`config.mk`:
```
export PLATFORM = sky130hd
export DESIGN_NAME = intc_prio
export DESIGN_NICKNAME = d
export VERILOG_FILES = /design/src/rtl/intc_prio.sv
export SDC_FILE = /design/constraint.sdc
export NUM_CORES = 1
export LEC_CHECK = 0
export BUFFER_PORTS_ARGS = -buffer_cell sky130_fd_sc_hd__buf_2
export CAP_MARGIN = 20
export CORE_MARGIN = 4
export CORE_UTILIZATION = 55
export DETAILED_ROUTE_END_ITERATION = 8
export PLACE_DENSITY_LB_ADDON = 0.08
export SLEW_MARGIN = 10
export SYNTH_ARGS = -nofsm -noshare
export SYNTH_HDL_FRONTEND = slang
export SYNTH_SLANG_ARGS = --single-unit
```
`constraint.sdc`:
```
create_clock -name clk -period 3.2 [get_ports clk]
set_input_delay 0.16 -clock clk [delete_from_list [all_inputs] [get_ports clk]]
set_output_delay 0.16 -clock clk [all_outputs]
set_load 0.02 [all_outputs]
```
`src/rtl/intc_prio.sv`:
```
module intc_prio #(
  parameter int NPER = 8,
  localparam int NMASK = NPER + 2,
  localparam int NSRC = NPER + 5,
  localparam int ID_W = $clog2(NSRC)
) (
  input  logic             clk,
  input  logic             rst_n,
  input  logic             nmi_req,
  input  logic             undef_req,
  input  logic             trap_req,
  input  logic [NPER-1:0]  per_req,
  input  logic             ext_pin,
  input  logic             port_pin,
  input  logic             ext_sel,
  input  logic             reg_we,
  input  logic             reg_addr,
  input  logic [NMASK-1:0] reg_wdata,
  output logic [NMASK-1:0] reg_rdata,
  input  logic             gie_set,
  input  logic             gie_clr,
  input  logic             tse_set,
  input  logic             tse_clr,
  output logic             irq_req,
  output logic [ID_W-1:0]  irq_id,
  input  logic             irq_ack,
  output logic             srv_req,
  output logic [ID_W-1:0]  srv_id,
  input  logic             srv_ack
);
  logic [NSRC-1:0]  raw, prev, pend, rise, clr;
  logic [NMASK-1:0] mask, redir, eff_mask, cpu_m, srv_m;
  logic             gie, tse;
  logic [NSRC-1:0]  cpu_c, srv_c;

  function automatic logic [ID_W-1:0] lowest(input logic [NSRC-1:0] v);
    logic [ID_W-1:0] r;
    r = '0;
    for (int i = NSRC - 1; i >= 0; i--)
      if (v[i]) r = ID_W'(i);
    return r;
  endfunction

  assign raw  = {per_req, ext_pin, (ext_sel ? port_pin : ext_pin), trap_req, undef_req, nmi_req};
  assign rise = raw & ~prev;

  assign eff_mask = mask & ~(ext_sel ? {NMASK{1'b0}} : NMASK'(2));
  assign cpu_m = pend[NSRC-1:3] & eff_mask & {NMASK{gie}} & ~(redir & {NMASK{tse}});
  assign srv_m = pend[NSRC-1:3] & eff_mask & redir & {NMASK{tse}};
  assign cpu_c = {cpu_m, pend[2:0]};
  assign srv_c = {srv_m, 3'b000};

  assign irq_req = |cpu_c;
  assign irq_id  = lowest(cpu_c);
  assign srv_req = |srv_c;
  assign srv_id  = lowest(srv_c);

  assign reg_rdata = reg_addr ? redir : mask;

  always_comb begin
    clr = '0;
    if (irq_req && irq_ack) clr[irq_id] = 1'b1;
    if (srv_req && srv_ack) clr[srv_id] = 1'b1;
  end

  always_ff @(posedge clk or negedge rst_n) begin
    if (!rst_n) begin
      prev  <= '0;
      pend  <= '0;
      mask  <= '0;
      redir <= '0;
      gie   <= 1'b0;
      tse   <= 1'b0;
    end else begin
      prev <= raw;
      pend <= (pend & ~clr) | rise;
      if (reg_we && !reg_addr) mask  <= reg_wdata;
      if (reg_we &&  reg_addr) redir <= reg_wdata;
      if (gie_clr)      gie <= 1'b0;
      else if (gie_set) gie <= 1'b1;
      if (tse_clr)      tse <= 1'b0;
      else if (tse_set) tse <= 1'b1;
    end
  end

  assert_nmi_first_R2: assert property (@(posedge clk) disable iff (!rst_n)
    pend[0] |-> (irq_req && irq_id == '0));

  assert_gie_block_R3: assert property (@(posedge clk) disable iff (!rst_n)
    (!gie && irq_req) |-> (irq_id < ID_W'(3)));

  assert_gie_strobe_R4: assert property (@(posedge clk) disable iff (!rst_n)
    gie_clr |=> !gie);

  assert_ack_clears_R7: assert property (@(posedge clk) disable iff (!rst_n)
    (irq_req && irq_ack && irq_id == '0 && !nmi_req) |=> !pend[0]);

  assert_ext1_blocked_R9: assert property (@(posedge clk) disable iff (!rst_n)
    !ext_sel |-> !((irq_req && irq_id == ID_W'(4)) || (srv_req && srv_id == ID_W'(4))));

  assert_paths_apart_R10: assert property (@(posedge clk) disable iff (!rst_n)
    (irq_req && srv_req) |-> (irq_id != srv_id));

  assert_srv_gate_R10: assert property (@(posedge clk) disable iff (!rst_n)
    srv_req |-> tse);
endmodule

```
======== Yosys cells after proc, flatten, opt, wreduce, memory -nomap -nowiden ========
Index checks and enable logic that the tools add are counted.
Widths: inputs -> output; s select.
storage, ports and cells
  register bits after elaboration ......... 48
  output and inout port bits .............. 20
  logic and storage cells ................. 72
  input port bits ......................... 34
cells by class
  magnitude comparators ................... 4
  bitwise gates (word level) .............. 15
  reductions and logical operators ........ 11
  muxes and demuxes ....................... 36
operators by type and width
  kind                count
  $mux 4              23
  $and 10x10->10      7
  $and 13x13->13      2
  $mux 13             2
  $not 13->13         2
  $or 13x13->13       2
  $reduce_or 13->1    1
  $lt 4x5->1 const B  2
  $mux 10             1
  $not 10->10         1
  $not 2->10          1
  $reduce_or 10->1    1
  $demux 1 s4         2
  $ge 4x1->1 const B  2
  $mux 1              7
  $logic_and 1x1->1   6
  $reduce_bool 2->1   2
  $mux 2              1
  $logic_not 1->1     1

======== Longest topological paths before layout ========
Gate-level depths: netlist of run 1.
  word-level depth ........................ 29
  mapped depth ............................ 8
  depth with buffers taken out ............ 6

======== Worst setup path before layout of run 1 ========
No wires, ideal clock.
  path kind ............................... register to register
  start ................................... register tse
  end ..................................... register pend[11]
  period minus slack after synthesis ...... 2239 ps
  cell stages (with the launch flop) ...... 8
  data required time ...................... 3078 ps
  arrival ................................. 2118 ps
  setup slack ............................. 961 ps
  path through ............................ dfrtp_1 buf_6 and2_1 o22ai_2 or3b_1 a221oi_2 nand3_1 a32o_1
RTL lines
  element                                                                RTL line  text
  from (decl)                                                            33        logic gie, tse;
  from (signal assigned)                                                 73        tse <= 1'b0;
  from (signal assigned)                                                 81        if (tse_clr) tse <= 1'b0;
  from (signal assigned)                                                 82        else if (tse_set) tse <= 1'b1;
  $and 10x10->10 *                                                       48        assign cpu_m = pend[NSRC-1:3] & eff_mask & {NMASK{gie}} & ~(redir & {NMASK{tse}});
  $not 10->10 *                                                          48
  $and 10x10->10 *                                                       48
  $mux 4 (8 in series)                                                   40        if (v[i]) r = ID_W'(i);
  $mux 4 * (4 in series)                                                 40
  named net irq_id[1]                                                    25        output logic [ID_W-1:0] irq_id,
  $lt 4x5->1 (not written as such) / $ge 4x1->1 (equally long branches)  62        if (irq_req && irq_ack) clr[irq_id] = 1'b1;
  $logic_and 1x1->1 (not written as such)                                62
  $mux 1 (not written as such)                                           62
  $demux 1 s4 *                                                          62
  $mux 13 *                                                              62
  $or 13x13->13 (no line)                                                -
  $mux 13 *                                                              63        if (srv_req && srv_ack) clr[srv_id] = 1'b1;
  $not 13->13 *                                                          76        pend <= (pend & ~clr) | rise;
  $and 13x13->13 *                                                       76
  $or 13x13->13 *                                                        76
  to (signal assigned)                                                   76
  to (decl)                                                              31        logic [NSRC-1:0] raw, prev, pend, rise, clr;
The timed path passes the listed nets; every way through them passes the cells marked *.
A chain may end at the register's enable or synchronous reset.

======== Worst setup path after layout of run 1 ========
  start ................................... register tse
  end ..................................... output port irq_id[0]
between the ends
  longest elaborated chain between the ends .. 15
ends and longest elaborated chain
  element                 RTL line
  $and 10x10->10 *        48
  $not 10->10 *           48
  $and 10x10->10 *        48
  $mux 4 (8 in series)    40
  $mux 4 * (4 in series)  40
  to (decl)               25
Mark *: on every way between the ends. The rest lies on a longest branch, timed or not.

==> run summary, run 1 <==
yosys warns: 0
worst skew pair latency: 0.29 ns
hold path depth: 3
via/cell ratio: 5.82
IO Pins: 54
CTS tree: built
Seq/Total Area, Yosys: 0.473
status: finished, final reports clean
Synth Flop Type: dfrtp_1
Initial Util: 0.575
initial antenna violation count: 0
total power: 1.56 mW
RePlAce Congestion: 0.955
critical path class: reg -> out
clk root buf: clkbuf_8
H-tree depth: 2
worst hold start: gie_set
gr usage total: 0.215
async set-or-reset flop fraction in the synthesized netlist: 1.00
Die X: 75.9 microns
crit share post-route: 0.824
synthesis-to-finish area growth: 22.1%
crit path from: tse
Rel. slew slack: 0.406
vias: 2142
worst-margin pin slew: 0.889 ns
CTS buffer count: 5
CP max stage delay: 0.62 ns
Worst Reg-to-Reg Cells: 6
fin worst setup slack: 0.563 ns
area of the multi-input gates: 1240 sq um
final period demand of the worst path: 2.64 ns
Top Family by Delay on Critical Path: simple AND/OR/NAND/NOR gates
Crit Path Max Fanout: 21
Post-route DRC: 0
gr ovfl total: 0
Net count, final: 349
Setup WS pre-CTS: 0.812 ns
Peak VDD IR: 0.312 mV
CP required: 3.04 ns
via count of the first global-routing pass: 2110
Critical path buffers and inverters: 1
worst reg2reg path startpoint: tse
f_max: 0.379 GHz
worst-path cell chain: and2_1 -> nor3b_1 -> nor3_1 -> a2111oi_4 -> buf_2
top-count cell post-synth: dfrtp_1
most frequent cells after synthesis: dfrtp_1, mux2_2, nand2_1, nor2_1, inv_1
die area: 5760 sq um
Synth Register Bits: 48
RSZ-0062 raised after global routing: no
Sink Count: 48
DR WL/cell: 16.2 microns
Worst-path clk slew: 0.08 ns
top cell type by total area after synthesis: dfrtp_1
PD cells: 502 nW/um^2
EDFF count, synth: 0
Final Skew: 0.00550 ns
Pre-Repair DR Iteration Count: 4
slowest cell on the critical path: dfrtp_1
post-cts sizing count: 0
setup_tns: 0 ns
Final Slew Violations: 0
Worst Setup End Kind: output port
DIE HEIGHT: 75.9 microns
Core ar.: 4410 sq um
DR iter-0 viols: 134
static leakage: 1.40 nW
Antenna Cells: 0
FP Rows: 24
ratio of cells with drive above 1 in the final layout: 0.316
final hold vios: 0
largest net degree at the start of global routing: 49
Post-Synthesis Cells: 244
syn_nets: 278
first-pass GRT wire length: 10.2 mm
Hold EP: gie
Synth top area share: 0.473
Cell Area, Synth: 2540 sq um
Bufs on Longest Clock Path: 2
crit start category: register
Area contributors post-synth: dfrtp_1, mux2_2, nand2_1
# setup viols final: 0
Hold WC Path Type: in -> reg
Synth cell types: 45
slack of the worst reg-to-reg path: 0.75 ns
Critical Path AT: 2.48 ns
max cap viols: 0
end of the worst register-to-register path: pend[10]
WL final: 5.95 mm
remaining antenna violation count after routing: 0
Post-Synthesis Mean Instance Area: 10.4 sq um
Detailed Place HPWL: 4.51 mm
Reg area: 1200 sq um
FILL cells: 371
number of buffers added on ports: 53
==> layer usage <==
metal | GRT usage | wire [microns] | share of wire
met1 | 0.303 | 2640 | 0.44
met2 | 0.331 | 2850 | 0.48
met3 | 0.0521 | 352 | 0.059
met4 | 0.0569 | 103 | 0.017
met5 | 0 | 0 | 0
==> cell type report <==
cell class / instances / share of cell area
well taps: 52 / 0.0210
flip-flops and latches: 48 / 0.388
clock buffers: 8 / 0.0291
inverters: 17 / 0.0206
multi-input cells: 174 / 0.401
repair buffers: 69 / 0.141
==> tightest hold or removal path: stages <==
cell    delay [ns]
buf_2         0.08
nor2_1        0.03
nor2_1        0.07
==> worst max path at each step <==
stage | endpoint | slack (ns) | cells past startpoint
final | irq_id[0] | 0.56 | 5
after global routing | irq_id[0] | 0.40 | 5
after CTS | irq_id[0] | 0.59 | 5
after detailed placement | pend[10] | 0.81 | 6
after global placement | pend[5] | 0.84 | 6
after floorplan | pend[11] | 0.96 | 7
==> state kept, by name (all words and copies together) (netlist names) <==
signal / count
prev: 13
pend: 13
tse: 1
redir: 10
mask: 10
gie: 1
==> layout by cell type, fill, tap and decap left out, types with 2 or more instances in the layout <==
cell,synthesis,layout
a21oi_1,4,4
a32o_1,6,6
and2_1,9,9
and3_1,4,4
buf_2,0,53
clkbuf_1,3,2
clkbuf_8,0,6
dfrtp_1,48,48
dlygate4sd3_1,0,15
inv_1,17,17
mux2_2,30,30
nand2_1,24,24
nand3_1,16,16
nand3b_1,2,2
nand4_1,9,9
nor2_1,18,18
nor2b_1,2,2
nor3_1,6,6
o2111ai_1,2,2
o21ai_0,10,10
o22ai_1,3,3
o22ai_2,2,2
o31ai_1,3,3
or3b_1,2,2
==> stage by stage <==
step,cells,hold WS [ns],utilization,cell area (sq um)
6_report,368,0.0844,0.702,3100
4_1_cts,365,0.00620,0.693,3060
3_5_place_dp,344,0.282,0.643,2840
3_3_place_gp,344,0.281,0.643,2840
5_1_grt,368,0.0818,0.702,3100
2_1_floorplan,244,-0.136,-,2540
==> logic make-up (layout without fill, tap and decap cells) <==
kind of cell	Yosys count	in the layout	synth area share
AO/OA/AOI/OAI	42	42	0.141
buffers and inverters	22	94	0.0370
multiplexers	30	30	0.133
AND/OR/NAND/NOR	102	102	0.216
flip-flops	48	48	0.473
==> report_power, final <==
part           internal (mW)  switching [mW]  total, mW
registers              0.675          0.0795      0.754
logic                  0.197           0.244      0.441
clock network          0.176           0.185      0.361
==> what timing repair did <==
| item | in CTS | in global routing |
|---|---|---|
| hold endpoints to repair | 13 | 20 |
| setup buffers | 0 | 0 |
| endpoints found under the setup margin | 0 | 0 |
| hold buffers | 13 | 2 |
No activity file was read; power rests on OpenSTA's default activity.
==> inputs of run 2 (changes only) <==
--- a/config.mk
+++ b/config.mk
@@ -8,7 +8,7 @@
 export BUFFER_PORTS_ARGS = -buffer_cell sky130_fd_sc_hd__buf_2
 export CAP_MARGIN = 20
 export CORE_MARGIN = 4
-export CORE_UTILIZATION = 55
+export CORE_UTILIZATION = 49
 export DETAILED_ROUTE_END_ITERATION = 8
 export PLACE_DENSITY_LB_ADDON = 0.08
 export SLEW_MARGIN = 10
==> constraint.sdc (replaced) <==
create_clock -name clk -period 2.4 [get_ports clk]
set_input_delay 0.12 -clock clk [delete_from_list [all_inputs] [get_ports clk]]
set_output_delay 0.12 -clock clk [all_outputs]
set_load 0.02 [all_outputs]
==> run summary, run 2 (synthesis gave the netlist of run 1 again) <==
Sink Count: 48 (unchanged)
setup_tns: 0 ns (unchanged)
status: finished, final reports clean (unchanged)
via count of the first global-routing pass: 2221 (was 2110)
most frequent cells in the layout: buf_2, dfrtp_1, mux2_2, nand2_1 (was buf_2, dfrtp_1, mux2_2, nand2_1, nor2_1)
Critical Path AT: 2.19 ns (was 2.48 ns)
Pre-Repair DR Iteration Count: 4 (unchanged)
most common cell after layout, fill and taps aside: buf_2 (unchanged)
crit share post-route: 0.962
crit start category: register (unchanged)
final period demand of the worst path: 2.31 ns
remaining antenna violation count after routing: 0 (unchanged)
Core ar.: 4880 sq um (was 4410 sq um)
critical path class: reg -> out (unchanged)
Worst-path clk slew: 0.09 ns (was 0.08 ns)
Hold WC Path Type: in -> reg (unchanged)
Rel. slew slack: 0.642 (was 0.406)
gr usage total: 0.215 (about the same)
DIE HEIGHT: 80.0 microns (was 75.9 microns)
synthesis-to-finish area growth: 28.4% (was 22.1%)
initial antenna violation count: 0 (unchanged)
Die X: 80.0 microns (was 75.9 microns)
largest net degree at the start of global routing: 26 (was 49)
Detailed Place HPWL: 4.86 mm (was 4.51 mm)
Bufs on Longest Clock Path: 2 (unchanged)
hold_ws: 0.0450 ns (was 0.0844 ns)
clk root buf: clkbuf_8 (unchanged)
vias: 2162 (was 2142)
Crit Path Max Fanout: 7 (was 21)
IO Pins: 54 (unchanged)
gr ovfl total: 0 (unchanged)
Setup WS pre-CTS: 0.0590 ns (was 0.812 ns)
first-pass GRT wire length: 10.6 mm (was 10.2 mm)
DR WL/cell: 15.9 microns (was 16.2 microns)
slack of the worst reg-to-reg path: 0.19 ns (was 0.75 ns)
# setup viols final: 0 (unchanged)
RSZ-0062 raised after global routing: no (unchanged)
die area: 6390 sq um (was 5760 sq um)
Worst Setup End Kind: output port (unchanged)
CTS buffer count: 5 (unchanged)
Post-route DRC: 0 (unchanged)
PD cells: 680 nW/um^2 (was 502 nW/um^2)
final hold vios: 0 (unchanged)
Initial Util: 0.520 (was 0.575)
Final Skew: 0.00852 ns (was 0.00550 ns)
Net count, final: 363 (was 349)
worst-margin pin slew: 0.537 ns (was 0.889 ns)
number of buffers added on ports: 53 (unchanged)
FP Rows: 25 (was 24)
WL final: 6.32 mm (was 5.95 mm)
CTS tree: built (unchanged)
fin worst setup slack: 0.0914 ns (was 0.563 ns)
DR iter-0 viols: 92 (was 134)
f_max: 0.433 GHz
H-tree depth: 2 (unchanged)
Regs by FF count: pend: 13 flops, prev: 13 flops (unchanged)
Final Slew Violations: 0 (unchanged)
max cap viols: 0 (unchanged)
via/cell ratio: 5.45 (was 5.82)
worst skew pair latency: 0.30 ns (was 0.29 ns)
CP required: 2.28 ns (was 3.04 ns)
Antenna Cells: 0 (unchanged)
RePlAce Congestion: 0.942 (was 0.955)
ratio of cells with drive above 1 in the final layout: 0.364 (was 0.316)
static leakage: 1.47 nW (was 1.40 nW)
Peak VDD IR: 0.446 mV (was 0.312 mV)
-- run 2: metal layers --
metal	routed length, microns	track usage	up-vias
li1	-	-	1062
met1	2870	0.282	1028
met2	3000	0.358	60
met3	329	0.0361	12
met4	115	0.0709	0
met5	0	0	-
-- run 2: per-stage QoR --
stage / power (mW) / util / std cells / cell area [sq um]
final: 2.22 / 0.667 / 397 / 3260
after global routing: 2.35 / 0.667 / 397 / 3260
after CTS: 2.21 / 0.658 / 393 / 3210
after detailed placement: 1.61 / 0.601 / 369 / 2930
after global placement: 1.61 / 0.601 / 369 / 2930
after floorplan: 1.39 / - / 244 / 2540
-- run 2: timing repair --
| item | in CTS | in global routing |
|---|---|---|
| gates cloned | 0 | 0 |
| pin swaps | 0 | 2 |
| gates resized for setup | 3 | 7 |
| endpoints found under the hold margin | 37 | 0 |
| hold buffers | 15 | 0 |
| setup buffers | 1 | 4 |
| endpoints found under the setup margin | 4 | 3 |
-- run 2: final cells by class --
class	count	area (sq um)
clock inverter	2	35.0
fill	417	1620
multi-input combinational	174	1270
sequential	48	1200
timing repair buffer	83	531
clock buffer	6	72.6
tap	67	83.8
inverter	17	63.8
-- run 2: where the power goes --
| group | internal (mW) | switching (mW) |
|---|---|---|
| Clock | 0.309 | 0.263 |
| Combinational | 0.293 | 0.354 |
| Sequential | 0.900 | 0.0957 |
-- run 2: worst max-delay path, stage by stage, from the launching register on --
cell,delay (ns)
dfrtp_2,0.43
buf_4,0.16
nand2_1,0.06
and3_1,0.20
or3b_1,0.44
a221oi_4,0.29
buf_4,0.16
buf_2,0.16
-- run 2: path summary, 6_finish.rpt --
kind | startpoint | end | depth (start not counted)
min reg2reg | prev[2] | pend[2] | 1
max in group asynchronous | rst_n | redir[5] | 3
max reg2reg | tse | pend[8] | 8
min | gie_set | gie | 3
min in group asynchronous | rst_n | prev[9] | 2
max | tse | irq_id[1] | 7
==> inputs of run 3 (changes only) <==
--- a/config.mk
+++ b/config.mk
@@ -10,7 +10,7 @@
 export CORE_MARGIN = 4
 export CORE_UTILIZATION = 49
 export DETAILED_ROUTE_END_ITERATION = 8
-export PLACE_DENSITY_LB_ADDON = 0.08
+export PLACE_DENSITY = 0.84
 export SLEW_MARGIN = 10
 export SYNTH_ARGS = -nofsm -noshare
 export SYNTH_HDL_FRONTEND = slang
==> run summary, run 3 (synthesis gave the netlist of run 1 again) <==
Hold WC Path Type: in -> reg (unchanged)
Rel. slew slack: 0.692 (was 0.642)
Core ar.: 4880 sq um (unchanged)
die area: 6390 sq um (unchanged)
DIE HEIGHT: 80.0 microns (unchanged)
post-layout instance area: 3240 sq um (was 3260 sq um)
initial antenna violation count: 0 (unchanged)
max cap viols: 0 (unchanged)
Die X: 80.0 microns (unchanged)
WL final: 6.57 mm (was 6.32 mm)
CTS tree: built (unchanged)
Antenna Cells: 0 (unchanged)
DR WL/cell: 16.7 microns (was 15.9 microns)
remaining antenna violation count after routing: 0 (unchanged)
f_max: 0.423 GHz (was 0.433 GHz)
via/cell ratio: 5.78 (was 5.45)
worst-margin pin slew: 0.461 ns (was 0.537 ns)
DR iter-0 viols: 170 (was 92)
Sink Count: 48 (unchanged)
Worst Setup End Kind: output port (unchanged)
synthesis-to-finish area growth: 27.7% (was 28.4%)
number of buffers added on ports: 53 (unchanged)
crit share post-route: 0.985 (was 0.962)
critical path class: reg -> out (unchanged)
ratio of cells with drive above 1 in the final layout: 0.365 (was 0.364)
largest net degree at the start of global routing: 49 (was 26)
PD cells: 663 nW/um^2 (was 680 nW/um^2)
IO Pins: 54 (unchanged)
hold_ws: 0.0371 ns (was 0.0450 ns)
RePlAce Congestion: 0.915 (was 0.942)
Final Skew: 0.0110 ns (was 0.00852 ns)
FP Rows: 25 (unchanged)
final period demand of the worst path: 2.36 ns (was 2.31 ns)
Net count, final: 359 (was 363)
# setup viols final: 0 (unchanged)
Bufs on Longest Clock Path: 2 (unchanged)
Detailed Place HPWL: 4.78 mm (was 4.86 mm)
most common cell after layout, fill and taps aside: buf_2 (unchanged)
vias: 2270 (was 2162)
CTS buffer count: 5 (unchanged)
Pre-Repair DR Iteration Count: 4 (unchanged)
Initial Util: 0.520 (unchanged)
static leakage: 1.46 nW (was 1.47 nW)
CP required: 2.28 ns (about the same)
status: finished, final reports clean (unchanged)
gr ovfl total: 0 (unchanged)
Critical Path AT: 2.24 ns (was 2.19 ns)
Crit Path Max Fanout: 10 (was 7)
Regs by FF count: pend: 13 flops, prev: 13 flops (unchanged)
clk root buf: clkbuf_8 (unchanged)
Worst-path clk slew: 0.09 ns (about the same)
total power: 2.15 mW (was 2.22 mW)
RSZ-0062 raised after global routing: yes (was no)
via count of the first global-routing pass: 2196 (was 2221)
worst skew pair latency: 0.30 ns (about the same)
first-pass GRT wire length: 10.6 mm (about the same)
most frequent cells in the layout: buf_2, dfrtp_1, mux2_2, nand2_1, nor2_1 (was buf_2, dfrtp_1, mux2_2, nand2_1)
crit start category: register (unchanged)
Post-Place Cell Area: 2890 sq um (was 2930 sq um)
Post-route DRC: 0 (unchanged)
final hold vios: 0 (unchanged)
gr usage total: 0.211 (was 0.215)
Peak VDD IR: 0.513 mV (was 0.446 mV)
H-tree depth: 2 (unchanged)
Final Slew Violations: 0 (unchanged)
==> run 3: routing by layer <==
metal / up-vias / GRT usage / wire, microns
li1: 1061 / - / -
met3: 9 / 0.0463 / 517
met4: 0 / 0.0422 / 59
met1: 1106 / 0.313 / 3020
met5: - / 0 / 0
met2: 94 / 0.319 / 2970
==> run 3: final cells by class <==
type / count / area [sq um]
fill: 401 / 1640
multi-input combinational: 174 / 1280
sequential: 48 / 1210
timing repair buffer: 79 / 517
tap: 67 / 83.8
clock buffer: 6 / 82.6
inverter: 17 / 63.8
clock inverter: 2 / 10.0
==> run 3: path summary, 6_finish.rpt <==
kind | endpoint | cells past startpoint | slack [ns] | startpoint
worst max register to register | pend[11] | 8 | 0.06 | tse
worst min-delay path | gie | 3 | 0.04 | gie_set
max in group asynchronous | tse | 3 | 1.59 | rst_n
worst max-delay path | irq_id[2] | 8 | 0.04 | tse
worst min register to register | pend[7] | 1 | 0.43 | prev[7]
min in group asynchronous | redir[9] | 2 | 0.29 | rst_n
==> run 3: repair_timing <==
item                                    in CTS  in global routing
hold buffers                                14                  1
pin swaps                                    0                  3
endpoints found under the setup margin       5                  4
hold endpoints to repair                    14                 18
resized for setup                            3                  8
buffers inserted                             0                  5
cloned                                       0                  0
==> run 3: report_power, final <==
part	leakage (nW)	internal (mW)	switching [mW]	total (mW)
clock network	0.0510	0.230	0.258	0.488
logic	0.870	0.294	0.358	0.653
registers	0.536	0.901	0.106	1.01
total	1.46	1.43	0.723	2.15
==> run 3: worst max-delay path: stages (launching register included) <==
cell,delay [ns]
dfrtp_4,0.45
buf_4,0.19
nand2_1,0.08
and3_1,0.20
or3_1,0.39
nor2_1,0.15
nor3_1,0.06
nor3_1,0.21
buf_2,0.21
==> run 3: through the flow <==
stage          setup slack, ns  std cells   util  setup TNS (ns)
2_1_floorplan            0.161        244      -               0
3_3_place_gp            0.0850        364  0.593               0
3_5_place_dp            0.0412        364  0.593               0
4_1_cts                 0.0450        386  0.643               0
5_1_grt                -0.0316        393  0.664         -0.0424
6_report                0.0353        393  0.664               0
